`config.mk`:
```
export PLATFORM = sky130hd
export DESIGN_NAME = wr_turnaround_arb
export DESIGN_NICKNAME = d
export VERILOG_FILES = /design/src/rtl/arb_pkg.sv /design/src/rtl/arb_occ_ctr.sv /design/src/rtl/arb_wtr_timer.sv /design/src/rtl/arb_phase_fsm.sv /design/src/rtl/wr_turnaround_arb.sv
export SDC_FILE = /design/constraint.sdc
export NUM_CORES = 1
export LEC_CHECK = 0
export ABC_AREA = 1
export BUFFER_PORTS_ARGS = -buffer_cell sky130_fd_sc_hd__buf_2
export CAP_MARGIN = 40
export CORE_MARGIN = 5
export CORE_UTILIZATION = 47
export CTS_CLUSTER_DIAMETER = 80
export DETAILED_ROUTE_END_ITERATION = 8
export GPL_TIMING_DRIVEN = 0
export PLACE_DENSITY_LB_ADDON = 0.1
export SLEW_MARGIN = 25
export SYNTH_ARGS = -nofsm -noshare
export SYNTH_HDL_FRONTEND = slang
export SYNTH_SLANG_ARGS = --single-unit
```
`constraint.sdc`:
```
create_clock -name clk -period 4.6 [get_ports clk]
set_input_delay 0.69 -clock clk [delete_from_list [all_inputs] [get_ports clk]]
set_output_delay 0.69 -clock clk [all_outputs]
set_load 0.01 [all_outputs]
```
`src/rtl/arb_pkg.sv`:
```
package arb_pkg;
   typedef enum logic [1:0] {
      BUS_RD   = 2'd0,
      BUS_WR   = 2'd1,
      BUS_TURN = 2'd2
   } bus_dir_e;

   function automatic int pct_of(input int depth, input int pct);
      return (depth * pct) / 100;
   endfunction
endpackage

```
`src/rtl/arb_occ_ctr.sv`:
```
module arb_occ_ctr #(
   parameter int DEPTH = 32,
   localparam int OW   = $clog2(DEPTH + 1)
) (
   input  logic          clk,
   input  logic          rst_n,
   input  logic          inc,
   input  logic          dec,
   output logic [OW-1:0] occ
);
   localparam logic [OW-1:0] DEPTH_V = OW'(DEPTH);

   always_ff @(posedge clk) begin
      if (!rst_n)
         occ <= '0;
      else if (inc && !dec)
         occ <= occ + 1'b1;
      else if (dec && !inc)
         occ <= occ - 1'b1;
   end

   a_r3_no_overflow: assert property (@(posedge clk) disable iff (!rst_n)
      occ <= DEPTH_V);
   a_r3_no_underflow: assert property (@(posedge clk) disable iff (!rst_n)
      (dec && !inc) |-> (occ != '0));
endmodule

```
`src/rtl/arb_wtr_timer.sv`:
```
module arb_wtr_timer #(
   parameter int TWTR = 6,
   localparam int TW  = $clog2(TWTR + 1)
) (
   input  logic clk,
   input  logic rst_n,
   input  logic load,
   output logic busy,
   output logic expire
);
   localparam logic [TW-1:0] TWTR_V = TW'(TWTR);
   logic [TW-1:0] tcnt;

   always_ff @(posedge clk) begin
      if (!rst_n)
         tcnt <= '0;
      else if (load)
         tcnt <= TWTR_V;
      else if (tcnt != '0)
         tcnt <= tcnt - 1'b1;
   end

   assign busy   = (tcnt != '0);
   assign expire = (tcnt == TW'(1));

   a_r8_load_full: assert property (@(posedge clk) disable iff (!rst_n)
      load |=> (tcnt == TWTR_V));
endmodule

```
`src/rtl/arb_phase_fsm.sv`:
```
module arb_phase_fsm
   import arb_pkg::*;
#(
   parameter int WQ_DEPTH = 32,
   parameter int LO_MARK  = 16,
   parameter int MIN_WR   = 4,
   parameter int PHASE_W  = 8,
   parameter int WQ_OW    = 6,
   parameter int RQ_OW    = 6
) (
   input  logic               clk,
   input  logic               rst_n,
   input  logic               rd_cand,
   input  logic               drain_req,
   input  logic [WQ_OW-1:0]   wr_occ,
   input  logic [RQ_OW-1:0]   rd_occ,
   input  logic               wpush_acc,
   input  logic               wpop_acc,
   input  logic               tmr_expire,
   output logic               tmr_load,
   output bus_dir_e           dir,
   output logic [PHASE_W-1:0] phase_cnt,
   output logic               wr_start,
   output logic               rd_resume
);
   localparam logic [WQ_OW-1:0]   LO_V   = WQ_OW'(LO_MARK);
   localparam logic [PHASE_W-1:0] MIN_V  = PHASE_W'(MIN_WR);
   localparam logic [PHASE_W-1:0] CNT_MX = '1;

   logic [WQ_OW-1:0]   post_occ;
   logic [PHASE_W-1:0] cnt_inc;
   logic               start_ok;
   logic               stop_ok;

   always_comb begin
      post_occ = wr_occ - WQ_OW'(1) + {{(WQ_OW-1){1'b0}}, wpush_acc};
      cnt_inc  = (phase_cnt == CNT_MX) ? phase_cnt : phase_cnt + 1'b1;
      start_ok = (dir == BUS_RD) && !rd_cand && (wr_occ != '0) &&
                 ((wr_occ > LO_V) || drain_req);
      stop_ok  = (dir == BUS_WR) && wpop_acc &&
                 ((post_occ == '0) ||
                  ((post_occ < LO_V) && !drain_req) ||
                  ((rd_occ != '0) && (cnt_inc >= MIN_V)));
   end

   assign tmr_load = stop_ok;

   always_ff @(posedge clk) begin
      if (!rst_n) begin
         dir       <= BUS_RD;
         phase_cnt <= '0;
         wr_start  <= 1'b0;
         rd_resume <= 1'b0;
      end else begin
         wr_start  <= 1'b0;
         rd_resume <= 1'b0;
         unique case (dir)
            BUS_RD: begin
               if (start_ok) begin
                  dir      <= BUS_WR;
                  wr_start <= 1'b1;
               end
            end
            BUS_WR: begin
               if (stop_ok) begin
                  dir       <= BUS_TURN;
                  phase_cnt <= '0;
               end else if (wpop_acc) begin
                  phase_cnt <= cnt_inc;
               end
            end
            BUS_TURN: begin
               if (tmr_expire) begin
                  dir       <= BUS_RD;
                  rd_resume <= 1'b1;
               end
            end
            default: dir <= BUS_RD;
         endcase
      end
   end

   a_r4_start_needs_data: assert property (@(posedge clk) disable iff (!rst_n)
      wr_start |-> (wr_occ != '0) && (dir == BUS_WR));
   a_r5_single_trigger: assert property (@(posedge clk) disable iff (!rst_n)
      wr_start |=> !wr_start);
   a_r6_cnt_step: assert property (@(posedge clk) disable iff (!rst_n)
      (wpop_acc && (dir == BUS_WR) && (phase_cnt != CNT_MX)) |=>
         ((dir == BUS_TURN) || (phase_cnt == $past(phase_cnt) + 1'b1)));
   a_r8_cnt_clear: assert property (@(posedge clk) disable iff (!rst_n)
      ((dir == BUS_TURN) && ($past(dir) == BUS_WR)) |-> (phase_cnt == '0));
   a_r8_resume_from_turn: assert property (@(posedge clk) disable iff (!rst_n)
      rd_resume |-> ($past(dir) == BUS_TURN) && (dir == BUS_RD));
   a_r10_idle_count: assert property (@(posedge clk) disable iff (!rst_n)
      (dir == BUS_RD) |-> (phase_cnt == '0));
endmodule

```
`src/rtl/wr_turnaround_arb.sv`:
```
module wr_turnaround_arb
   import arb_pkg::*;
#(
   parameter int WQ_DEPTH = 32,
   parameter int RQ_DEPTH = 32,
   parameter int HI_PCT   = 85,
   parameter int LO_PCT   = 50,
   parameter int MIN_WR   = 4,
   parameter int TWTR     = 6,
   parameter int PHASE_W  = 8,
   localparam int WQ_OW   = $clog2(WQ_DEPTH + 1),
   localparam int RQ_OW   = $clog2(RQ_DEPTH + 1)
) (
   input  logic               clk,
   input  logic               rst_n,
   input  logic               wq_push,
   input  logic               rq_push,
   input  logic               rq_pop,
   input  logic               rd_cand,
   input  logic               drain_req,
   input  logic               wr_done,
   output logic [1:0]         bus_dir,
   output logic               wr_start,
   output logic               rd_resume,
   output logic               rd_allow,
   output logic               wq_above_hi,
   output logic [WQ_OW-1:0]   wr_occ,
   output logic [RQ_OW-1:0]   rd_occ,
   output logic [PHASE_W-1:0] phase_cnt
);
   localparam int HI_MARK = pct_of(WQ_DEPTH, HI_PCT);
   localparam int LO_MARK = pct_of(WQ_DEPTH, LO_PCT);
   localparam logic [WQ_OW-1:0] WQ_FULL = WQ_OW'(WQ_DEPTH);
   localparam logic [RQ_OW-1:0] RQ_FULL = RQ_OW'(RQ_DEPTH);

   if (LO_PCT >= HI_PCT) begin : g_bad_marks
      $error("low watermark percent must be below high watermark percent");
   end
   if (HI_PCT > 100 || LO_PCT < 0) begin : g_bad_pct
      $error("watermark percent out of range");
   end
   if (TWTR < 1) begin : g_bad_twtr
      $error("turnaround delay must be at least one cycle");
   end
   if (MIN_WR < 1 || MIN_WR >= (1 << PHASE_W)) begin : g_bad_min
      $error("minimum writes per switch does not fit the phase counter");
   end

   bus_dir_e dir;
   logic     wpush_acc, wpop_acc, rpush_acc, rpop_acc;
   logic     tmr_load, tmr_busy, tmr_expire;

   assign wpush_acc = wq_push && (wr_occ != WQ_FULL);
   assign wpop_acc  = wr_done && (dir == BUS_WR) && (wr_occ != '0);
   assign rpush_acc = rq_push && (rd_occ != RQ_FULL);
   assign rpop_acc  = rq_pop && (rd_occ != '0);

   arb_occ_ctr #(.DEPTH(WQ_DEPTH)) u_wq_occ (
      .clk(clk), .rst_n(rst_n), .inc(wpush_acc), .dec(wpop_acc), .occ(wr_occ));

   arb_occ_ctr #(.DEPTH(RQ_DEPTH)) u_rq_occ (
      .clk(clk), .rst_n(rst_n), .inc(rpush_acc), .dec(rpop_acc), .occ(rd_occ));

   arb_wtr_timer #(.TWTR(TWTR)) u_timer (
      .clk(clk), .rst_n(rst_n), .load(tmr_load),
      .busy(tmr_busy), .expire(tmr_expire));

   arb_phase_fsm #(
      .WQ_DEPTH(WQ_DEPTH), .LO_MARK(LO_MARK), .MIN_WR(MIN_WR),
      .PHASE_W(PHASE_W), .WQ_OW(WQ_OW), .RQ_OW(RQ_OW)
   ) u_fsm (
      .clk(clk), .rst_n(rst_n), .rd_cand(rd_cand), .drain_req(drain_req),
      .wr_occ(wr_occ), .rd_occ(rd_occ), .wpush_acc(wpush_acc),
      .wpop_acc(wpop_acc), .tmr_expire(tmr_expire), .tmr_load(tmr_load),
      .dir(dir), .phase_cnt(phase_cnt), .wr_start(wr_start),
      .rd_resume(rd_resume));

   assign bus_dir  = dir;
   assign rd_allow = (dir == BUS_RD);

   if (HI_MARK == 0) begin : g_hi_zero
      assign wq_above_hi = 1'b1;
   end else begin : g_hi_cmp
      assign wq_above_hi = (wr_occ >= WQ_OW'(HI_MARK));
   end

   a_r8_no_read_in_turn: assert property (@(posedge clk) disable iff (!rst_n)
      rd_allow |-> !tmr_busy);
   a_r10_no_pop_on_read: assert property (@(posedge clk) disable iff (!rst_n)
      (rd_allow && !wq_push) |=> (wr_occ == $past(wr_occ)) || !$past(rd_allow));
endmodule

```
==> results of run 1 <==
## power groups by stage
stage | clock network [mW] | registers [mW] | logic (mW)
finish | 0.138 | 0.349 | 0.559
global route | 0.153 | 0.361 | 0.662
CTS | 0.145 | 0.350 | 0.563
detailed placement | 0 | 0.355 | 0.560
global placement | 0 | 0.354 | 0.554
floorplan | 0 | 0.366 | 0.411
## worst max-delay path: cells and delay by family, from the launching register on
kind            cells  cell delay [ns]
buf+inv             3             0.83
simple gates        6             0.70
compound gates      1             0.37
flops               1             0.34
fa+ha+maj           2             0.51
## layer usage
layer  share of wire (%)  up-vias  track usage, %
met4                0.91        0           3.758
met1                  49      789           21.21
met3                 4.4        5           3.601
met2                  45       27           26.09
met5                   0        -               0
li1                    -      967               -
## flip-flops by register name, indices dropped and copies added (netlist names)
| name | flops |
|---|---|
| u_fsm.dir | 2 |
| u_fsm.phase_cnt | 8 |
| u_fsm.rd_resume | 1 |
| u_fsm.wr_start | 1 |
| u_rq_occ.occ | 6 |
| u_timer.tcnt | 3 |
| u_wq_occ.occ | 6 |
## cells in the mapped netlist (all sizes together)
cell,instances,area (µm²)
buf,1,5.000
ha,13,162.7
o31a,1,8.760
xor2,6,52.55
nand3b,3,22.52
nand4,5,31.28
fa,1,20.02
dfxtp,27,540.5
inv,41,153.9
o21ai,17,85.08
clkbuf,4,15.01
a211oi,1,7.510
mux2i,1,10.01
a31oi,2,12.51
or2,2,12.51
nand3,25,125.1
a21oi,14,70.07
nor4,2,12.51
o22ai,2,12.51
nor2,41,158.9
o31ai,1,7.510
xnor2,2,17.52
nand2,60,240.2
o21a,2,15.01
o32ai,1,8.760
and3,1,6.260
## how the worst max path moves through the flow
stage,start,endpoint,cells past startpoint
6_report,u_wq_occ.occ[0]$_SDFFE_PN0P_,u_wq_occ.occ[5]$_SDFFE_PN0P_,12
5_1_grt,u_rq_occ.occ[0]$_SDFFE_PN0P_,u_rq_occ.occ[5]$_SDFFE_PN0P_,17
4_1_cts,u_wq_occ.occ[0]$_SDFFE_PN0P_,u_wq_occ.occ[5]$_SDFFE_PN0P_,12
3_5_place_dp,u_wq_occ.occ[0]$_SDFFE_PN0P_,u_wq_occ.occ[5]$_SDFFE_PN0P_,12
3_3_place_gp,u_wq_occ.occ[0]$_SDFFE_PN0P_,u_wq_occ.occ[5]$_SDFFE_PN0P_,12
2_1_floorplan,u_wq_occ.occ[0]$_SDFFE_PN0P_,u_fsm.phase_cnt[3]$_SDFFE_PN0P_,15
## stage by stage
step | cell area (µm²) | hold slack, ns | utilization (%) | setup WS [ns] | power, mW
6_report | 2081 | 0.5033 | 56.41 | 1.746 | 1.047
5_1_grt | 2081 | 0.5602 | 56.41 | 1.395 | 1.176
4_1_cts | 2081 | 0.5092 | 56.41 | 1.751 | 1.058
3_3_place_gp | 2034 | 0.4970 | 55.16 | 1.794 | 0.9085
3_5_place_dp | 2034 | 0.4924 | 55.16 | 1.774 | 0.9146
2_1_floorplan | 1814 | 0.5008 | - | 2.127 | 0.7773
## layout make-up
| class | count | area (µm²) | area share, % |
|---|---|---|---|
| timing repair buffer | 32 | 160.2 | 7.697 |
| sequential | 27 | 540.5 | 25.98 |
| clock buffer | 3 | 41.29 | 1.984 |
| multi-input combinational | 203 | 1100 | 52.86 |
| buffer | 5 | 20.02 | 0.9621 |
| tap | 48 | 60.06 | 2.886 |
| clock inverter | 1 | 5.005 | 0.2405 |
| inverter | 41 | 153.9 | 7.396 |
## kinds of logic (layout without fill, tap and decap cells)
kind of cell / Yosys count / in the layout / synth area share [%]
compound gates: 41 / 41 / 12.55
simple gates: 139 / 139 / 33.59
xor+xnor: 8 / 8 / 3.862
buf+inv: 46 / 82 / 9.586
flops: 27 / 27 / 29.79
fa+ha+maj: 14 / 14 / 10.07
mux: 1 / 1 / 0.5517
## cells in the final DEF (no fill, tap or decap), drive strengths merged, types with 3 or more instances in the layout
cell type,synthesis,routed
nor2,41,41
a21oi,14,14
ha,13,13
nand3,25,25
dfxtp,27,27
clkbuf,4,7
xor2,6,6
inv,41,41
nand2,60,60
nand3b,3,3
buf,1,33
o21ai,17,17
nand4,5,5
==> out/metrics.csv, run 1 <==
metric,value,unit
numCtsBuffers,3,
rr_worst_depth,12,
p_switching,0.4712,mW
io_buffers,32,
insertion_delay,0.27,ns
cts_root_buf,clkbuf_8,
clk_pin_slew,0.10,ns
clock_sink_count,27,
fmaxAchievable,350.4,MHz
fp.coreArea,0.003689,mm²
drv_cap,0,
p_comb_share,53.4,%
power_density,503.1,mW/mm²
hold_start,u_fsm.dir[1]$_SDFFE_PN0P_,
hold_violations,0,
layout.cells.non_filler,360,
vias_per_cell,4.967,
nets,335,
ys_seq_area_share,29.79,%
p_leak,1.091,nW
cpMostUsedCell,nand2_1,
dr.pass1.iters,4,
globalRouteOverflowTotal,0,
placementRows,22,
fillers,397,
clock_skew,0.002815,ns
gp_congestion,0.8179,
final_antenna_net_count,0,
dieArea,0.005203,mm²
drive_gt1_share,14.42,%
worst_setup_path_end_kind,flop,
cts.htree.levels,1,
synth.avg_cell_area,6.573,µm²
crit_chain,"inv_1, ha_1, nand4_1, nand2_1, clkbuf_1, ha_1, clkbuf_1, nand2_1, o32ai_1, nand3_1, nand2_1, nor2_1",
setup.worst_path.class,reg -> reg,
grt_use_total,15.93,%
fin_setup_tns,0,ns
relSlewSlack,63.53,%
drc_errors,0,
grt_pass1_wl,6831,µm
slew_violations,0,
cts_tree,built,
dp_cells,356,
worst_slew_pin_slew,0.5471,ns
post_cts_buffers,0,
period_needed,2.854,ns
cp_data_required_time,4.78,ns
first_iter_violations,59,
dieHeight,72.13,µm
crit_slowest_cell,o32ai_1,
critical-path-max-stage-delay,0.37,ns
ys_seq_elements,27,
fin_crit_sh,62.05,%
outcome,"finished, final reports clean",
die_x,72.13,µm
ir_worst_vdd,0.3417,mV
dpl.hpwl,3114,µm
whs_endpoint,u_fsm.rd_resume$_SDFF_PN0_,
syn_inst,276,
hold_buffers,0,
io_pins,34,
rsz0062_at_grt,false,
hold_class,reg -> reg,
postCtsResizedCells,0,
worstReg2RegStart,u_wq_occ.occ[0]$_SDFFE_PN0P_,
p_sw_share,45.01,%
diodes,0,
crit_fanout,10,
initial_core_util,49.19,%
vias,1788,
clockBufferDepth,2,
syn_to_final_growth,14.69,%
yosysWarnings,0,
synthesis.area,0.001814,mm²
start_kind,flop,
p_int,0.5756,mW
clockPowerShare,13.2,%
antenna_found_initial,0,
crit_arrival,3.03,ns
rr_endpoint,u_wq_occ.occ[5]$_SDFFE_PN0P_,
post_drt_wl_per_cell,10.96,µm
totalWireLength,3947,µm
rrSetupSlack,1.75,ns
synth.distinct_cells,29,
whs_path_depth,2,
grt_pass1_vias,1580,
p_seq_share,33.4,%
synth_fp_nets,298,
grt_max_degree,16,
setup_viol,0,
No activity file was read; power rests on OpenSTA's default activity.
==> inputs of run 2 (changes only) <==
- ABC_AREA: 1 -> 0
- clock period: 4.6 -> 2.6 ns (I/O delays scaled with it)
==> run 2 against run 1 <==
Effect of this change: worst setup slack worse by 1.7 ns; die area up 3.0%; sequential power up 110%; combinational power rose to 3.8 times the previous value; non-clock buffer count up 24; routed wire length up 5.0%; power rose to 2.9 times the previous value; critical path type unchanged; largest power group unchanged; highest routed layer unchanged.
==> out/metrics.csv, run 2 <==
metric,value,unit,change
outcome,"finished, final reports clean",,
die_x,73.19,µm,+1.5%
synth.distinct_cells,56,,+93%
io_pins,34,,unchanged
hold_class,in -> reg,,
cts.htree.levels,1,,unchanged
final_antenna_net_count,0,,unchanged
crit_arrival,2.74,ns,-0.29 ns
period_needed,2.564,ns,-0.2899 ns
dr.pass1.iters,4,,unchanged
rr_endpoint,u_rq_occ.occ[4]$_SDFFE_PN0P_,,
route.met2.wl,1875,µm,+4.6%
p_sw_share,44.42,%,-0.59 points
cp_data_required_time,2.77,ns,-2.01 ns
synthAdderAreaFrac,10.27,%,+0.20 points
fin_crit_sh,98.63,%,+37 points
gp_congestion,0.7700,,-5.9%
drv_cap,0,,unchanged
initial_core_util,47.60,%,-1.6 points
worst_setup_path_end_kind,flop,,
insertion_delay,0.27,ns,about the same
p_int,1.705,mW,+200%
nets,295,,-12%
worstReg2RegStart,u_rq_occ.occ[1]$_SDFFE_PN0P_,,
first_iter_violations,53,,-10%
whs_path_depth,3,,+1
p_leak,1.054,nW,-3.4%
syn_to_final_growth,29.40,%,
p_switching,1.363,mW,+190%
netlist_top_cells_area,"dfxtp_1 29%, ha_1 8.7%, nor2_1 4.6%",,
dieHeight,73.19,µm,+1.5%
diodes,0,,unchanged
rsz0062_at_grt,true,,
vias,1668,,-6.7%
post-route-util,61.60,%,+5.2 points
cts_tree,built,,
placementRows,23,,+4.5%
hold_violations,0,,unchanged
final_common_cell,buf_2,,
worstPathBufferInverterCount,2,,-1
synth.avg_cell_area,8.609,µm²,+31%
grt_pass1_vias,1579,,-0.063%
synth_xor_xnor_area_share,9.200,%,+5.3 points
vias_per_cell,5.180,,+4.3%
fmaxAchievable,390.0,MHz,+11%
met1_length,2044,µm,+5.2%
rrSetupSlack,0.04,ns,-1.71 ns
setup.worst_path.class,reg -> reg,,
critical_path.top_delay_family,simple AND/OR/NAND/NOR gates,,
start_kind,flop,,
yosysWarnings,0,,unchanged
hold_buffers,0,,unchanged
clk_pin_slew,0.09,ns,about the same
final_cell_mix,"35 x buf_2, 21 x nor2_1, 20 x dfxtp_1, 18 x buf_4, 17 x nand2_1",,
synth_top_family_by_area,simple AND/OR/NAND/NOR gates,,
numCtsBuffers,3,,unchanged
hold_start,rd_cand,,
dieArea,0.005357,mm²,+3.0%
setup_viol,0,,unchanged
ys_async_sr_fraction,0,%,unchanged
antenna_found_initial,0,,unchanged
grt_use_total,16.19,%,+0.25 points
wl_met3,176,µm,+1.1%
fin_hold_ws,0.3981,ns,-0.1052 ns
power_density,1263,mW/mm²,+150%
slew_violations,0,,unchanged
top_layer,met4,,
post_drt_wl_per_cell,12.87,µm,+17%
max_flop_register,u_fsm.phase_cnt,,
synthesis.area,0.001877,mm²,+3.4%
syn_inst,218,,-21%
crit_fanout,5,,-5
crit_chain,"nor4_4, nand2b_1, o21ai_2, ha_2, inv_4, buf_4, fa_2, a21o_1, a21oi_2, xor2_1, o21ai_0, and2_1",,
worst_slew_pin_slew,0.5786,ns,+0.03154 ns
dpl.hpwl,2901,µm,-6.8%
yosys.area.top_type,dfxtp_1,,
critical-path-max-stage-delay,0.37,ns,about the same
ys_dominant_reg_cell,dfxtp_1,,
synth_fp_nets,240,,-19%
p_total,3.068,mW,+190%
io_buffers,33,,+3.1%
relSlewSlack,61.16,%,-2.4 points
p_comb_share,68.7,%,+15 points
ys_seq_elements,27,,unchanged
ir_worst_vdd,0.7805,mV,+130%
clock_sink_count,27,,unchanged
p_seq_share,23.5,%,-9.9 points
synth_mux_area_share,2.133,%,+1.6 points
clockPowerShare,7.8,%,-5.4 points
grt_pass1_wl,6955,µm,+1.8%
totalWireLength,4143,µm,+5.0%
top_regs,"u_fsm.phase_cnt x8, u_rq_occ.occ x6, u_wq_occ.occ x6",,
clock_skew,0.005933,ns,+0.003118 ns
startpoint,u_rq_occ.occ[1]$_SDFFE_PN0P_,,
yosysTopAreaCellShare,28.80,%,-0.99 points
largest_reg_flops,8,,unchanged
synthSimpleGateAreaFrac,26.53,%,-7.1 points
synth-compound-area-share,17.87,%,+5.3 points
fp.coreArea,0.003943,mm²,+6.9%
rr_worst_depth,12,,unchanged
drive_gt1_share,36.40,%,+22 points
drc_errors,0,,unchanged
fillers,363,,-8.6%
grt_max_degree,16,,unchanged
clockBufferDepth,2,,unchanged
synth_edf_count,0,,unchanged
crit_slowest_cell,dfxtp_4,,
whs_endpoint,u_fsm.wr_start$_SDFF_PN0_,,
globalRouteOverflowTotal,0,,unchanged
cts_root_buf,clkbuf_8,,
ys_seq_area_share,28.80,%,-0.99 points
synth_most_common_cell,dfxtp_1,,
yosys-top-cells-count,"27 x dfxtp_1, 23 x nor2_1, 18 x nand2_1",,
## run 2: cell types whose count changed after synthesis, moves of 4 or more
cell      change
inv_1        -31
a21o_1        +4
nand3_1      -21
nand2_1      -38
nor2b_1       +4
nor2_1       -16
a21oi_1       -7
and2_1        +9
xnor2_1       +6
o21ai_0       -9
nand2b_1      +4
nor3_1        +4
## run 2: power by group through the flow
stage	Clock [mW]	Combinational, mW	Sequential [mW]
final	0.238	2.11	0.722
after global routing	0.266	2.34	0.745
after CTS	0.258	1.92	0.698
after detailed placement	0	1.70	0.657
after global placement	0	1.68	0.657
after floorplan	0	1.34	0.685
## run 2: worst max path at each step
| stage | slack (ns) | end | cells after the start |
|---|---|---|---|
| detailed placement | -0.29 | u_fsm.phase_cnt[0]$_SDFFE_PN0P_ | 13 |
| floorplan | 0.008 | u_rq_occ.occ[5]$_SDFFE_PN0P_ | 13 |
| finish | 0.04 | u_rq_occ.occ[4]$_SDFFE_PN0P_ | 12 |
| CTS | 0.0004 | u_rq_occ.occ[5]$_SDFFE_PN0P_ | 13 |
| global route | -0.19 | u_rq_occ.occ[5]$_SDFFE_PN0P_ | 13 |
| global placement | -0.31 | u_fsm.phase_cnt[3]$_SDFFE_PN0P_ | 13 |
## run 2: per-stage QoR
step	instance area, µm²	std cells	setup TNS (ns)	setup WS, ns
2_1_floorplan	1884	218	0	0.007514
3_3_place_gp	2112	301	-3.128	-0.3128
3_5_place_dp	2112	301	-2.996	-0.2948
4_1_cts	2340	316	0	0.0003890
5_1_grt	2429	322	-0.3531	-0.1928
6_report	2429	322	0	0.03563
## run 2: area by class of cell
class                           instances  area, µm²  area share, %
Buffer                                  8      40.04          1.649
Multi-Input combinational cell        170       1353          55.69
Clock buffer                            3      41.29          1.700
Sequential cell                        27      561.8          23.13
Tap cell                               50      62.56          2.576
Inverter                               10      42.54          1.752
Timing Repair Buffer                   53      322.8          13.29
Clock inverter                          1      5.005         0.2061
## run 2: repair_timing
action,4_1_cts,5_1_grt
pin swaps,13,22
gates resized for setup,21,17
endpoints found under the setup margin,15,15
setup buffers,12,9
gates cloned,1,0
## run 2: logic make-up (layout without fill, tap and decap cells)
family	after synthesis	in the layout
muxes	4	4
adders and majority gates	15	15
DFF	27	27
buffers and inverters	21	75
AOI/OAI and AO/OA	42	42
and+or+nand+nor	91	91
xor gates and xnor gates	18	18
## run 2: worst register-to-register path, cell delays in order, from the launching register on
cell      delay [ns]
dfxtp_4         0.37
nor4_4          0.27
nand2b_1        0.15
o21ai_2         0.15
ha_2            0.23
inv_4           0.06
buf_4           0.13
fa_2            0.35
a21o_1          0.20
a21oi_2         0.14
xor2_1          0.17
o21ai_0         0.09
and2_1          0.17
## run 2: layer usage
layer,global-route usage (%),up-vias
li1,-,866
met1,22.20,765
met2,26.32,32
met3,2.342,5
met4,4.508,0
met5,0,-
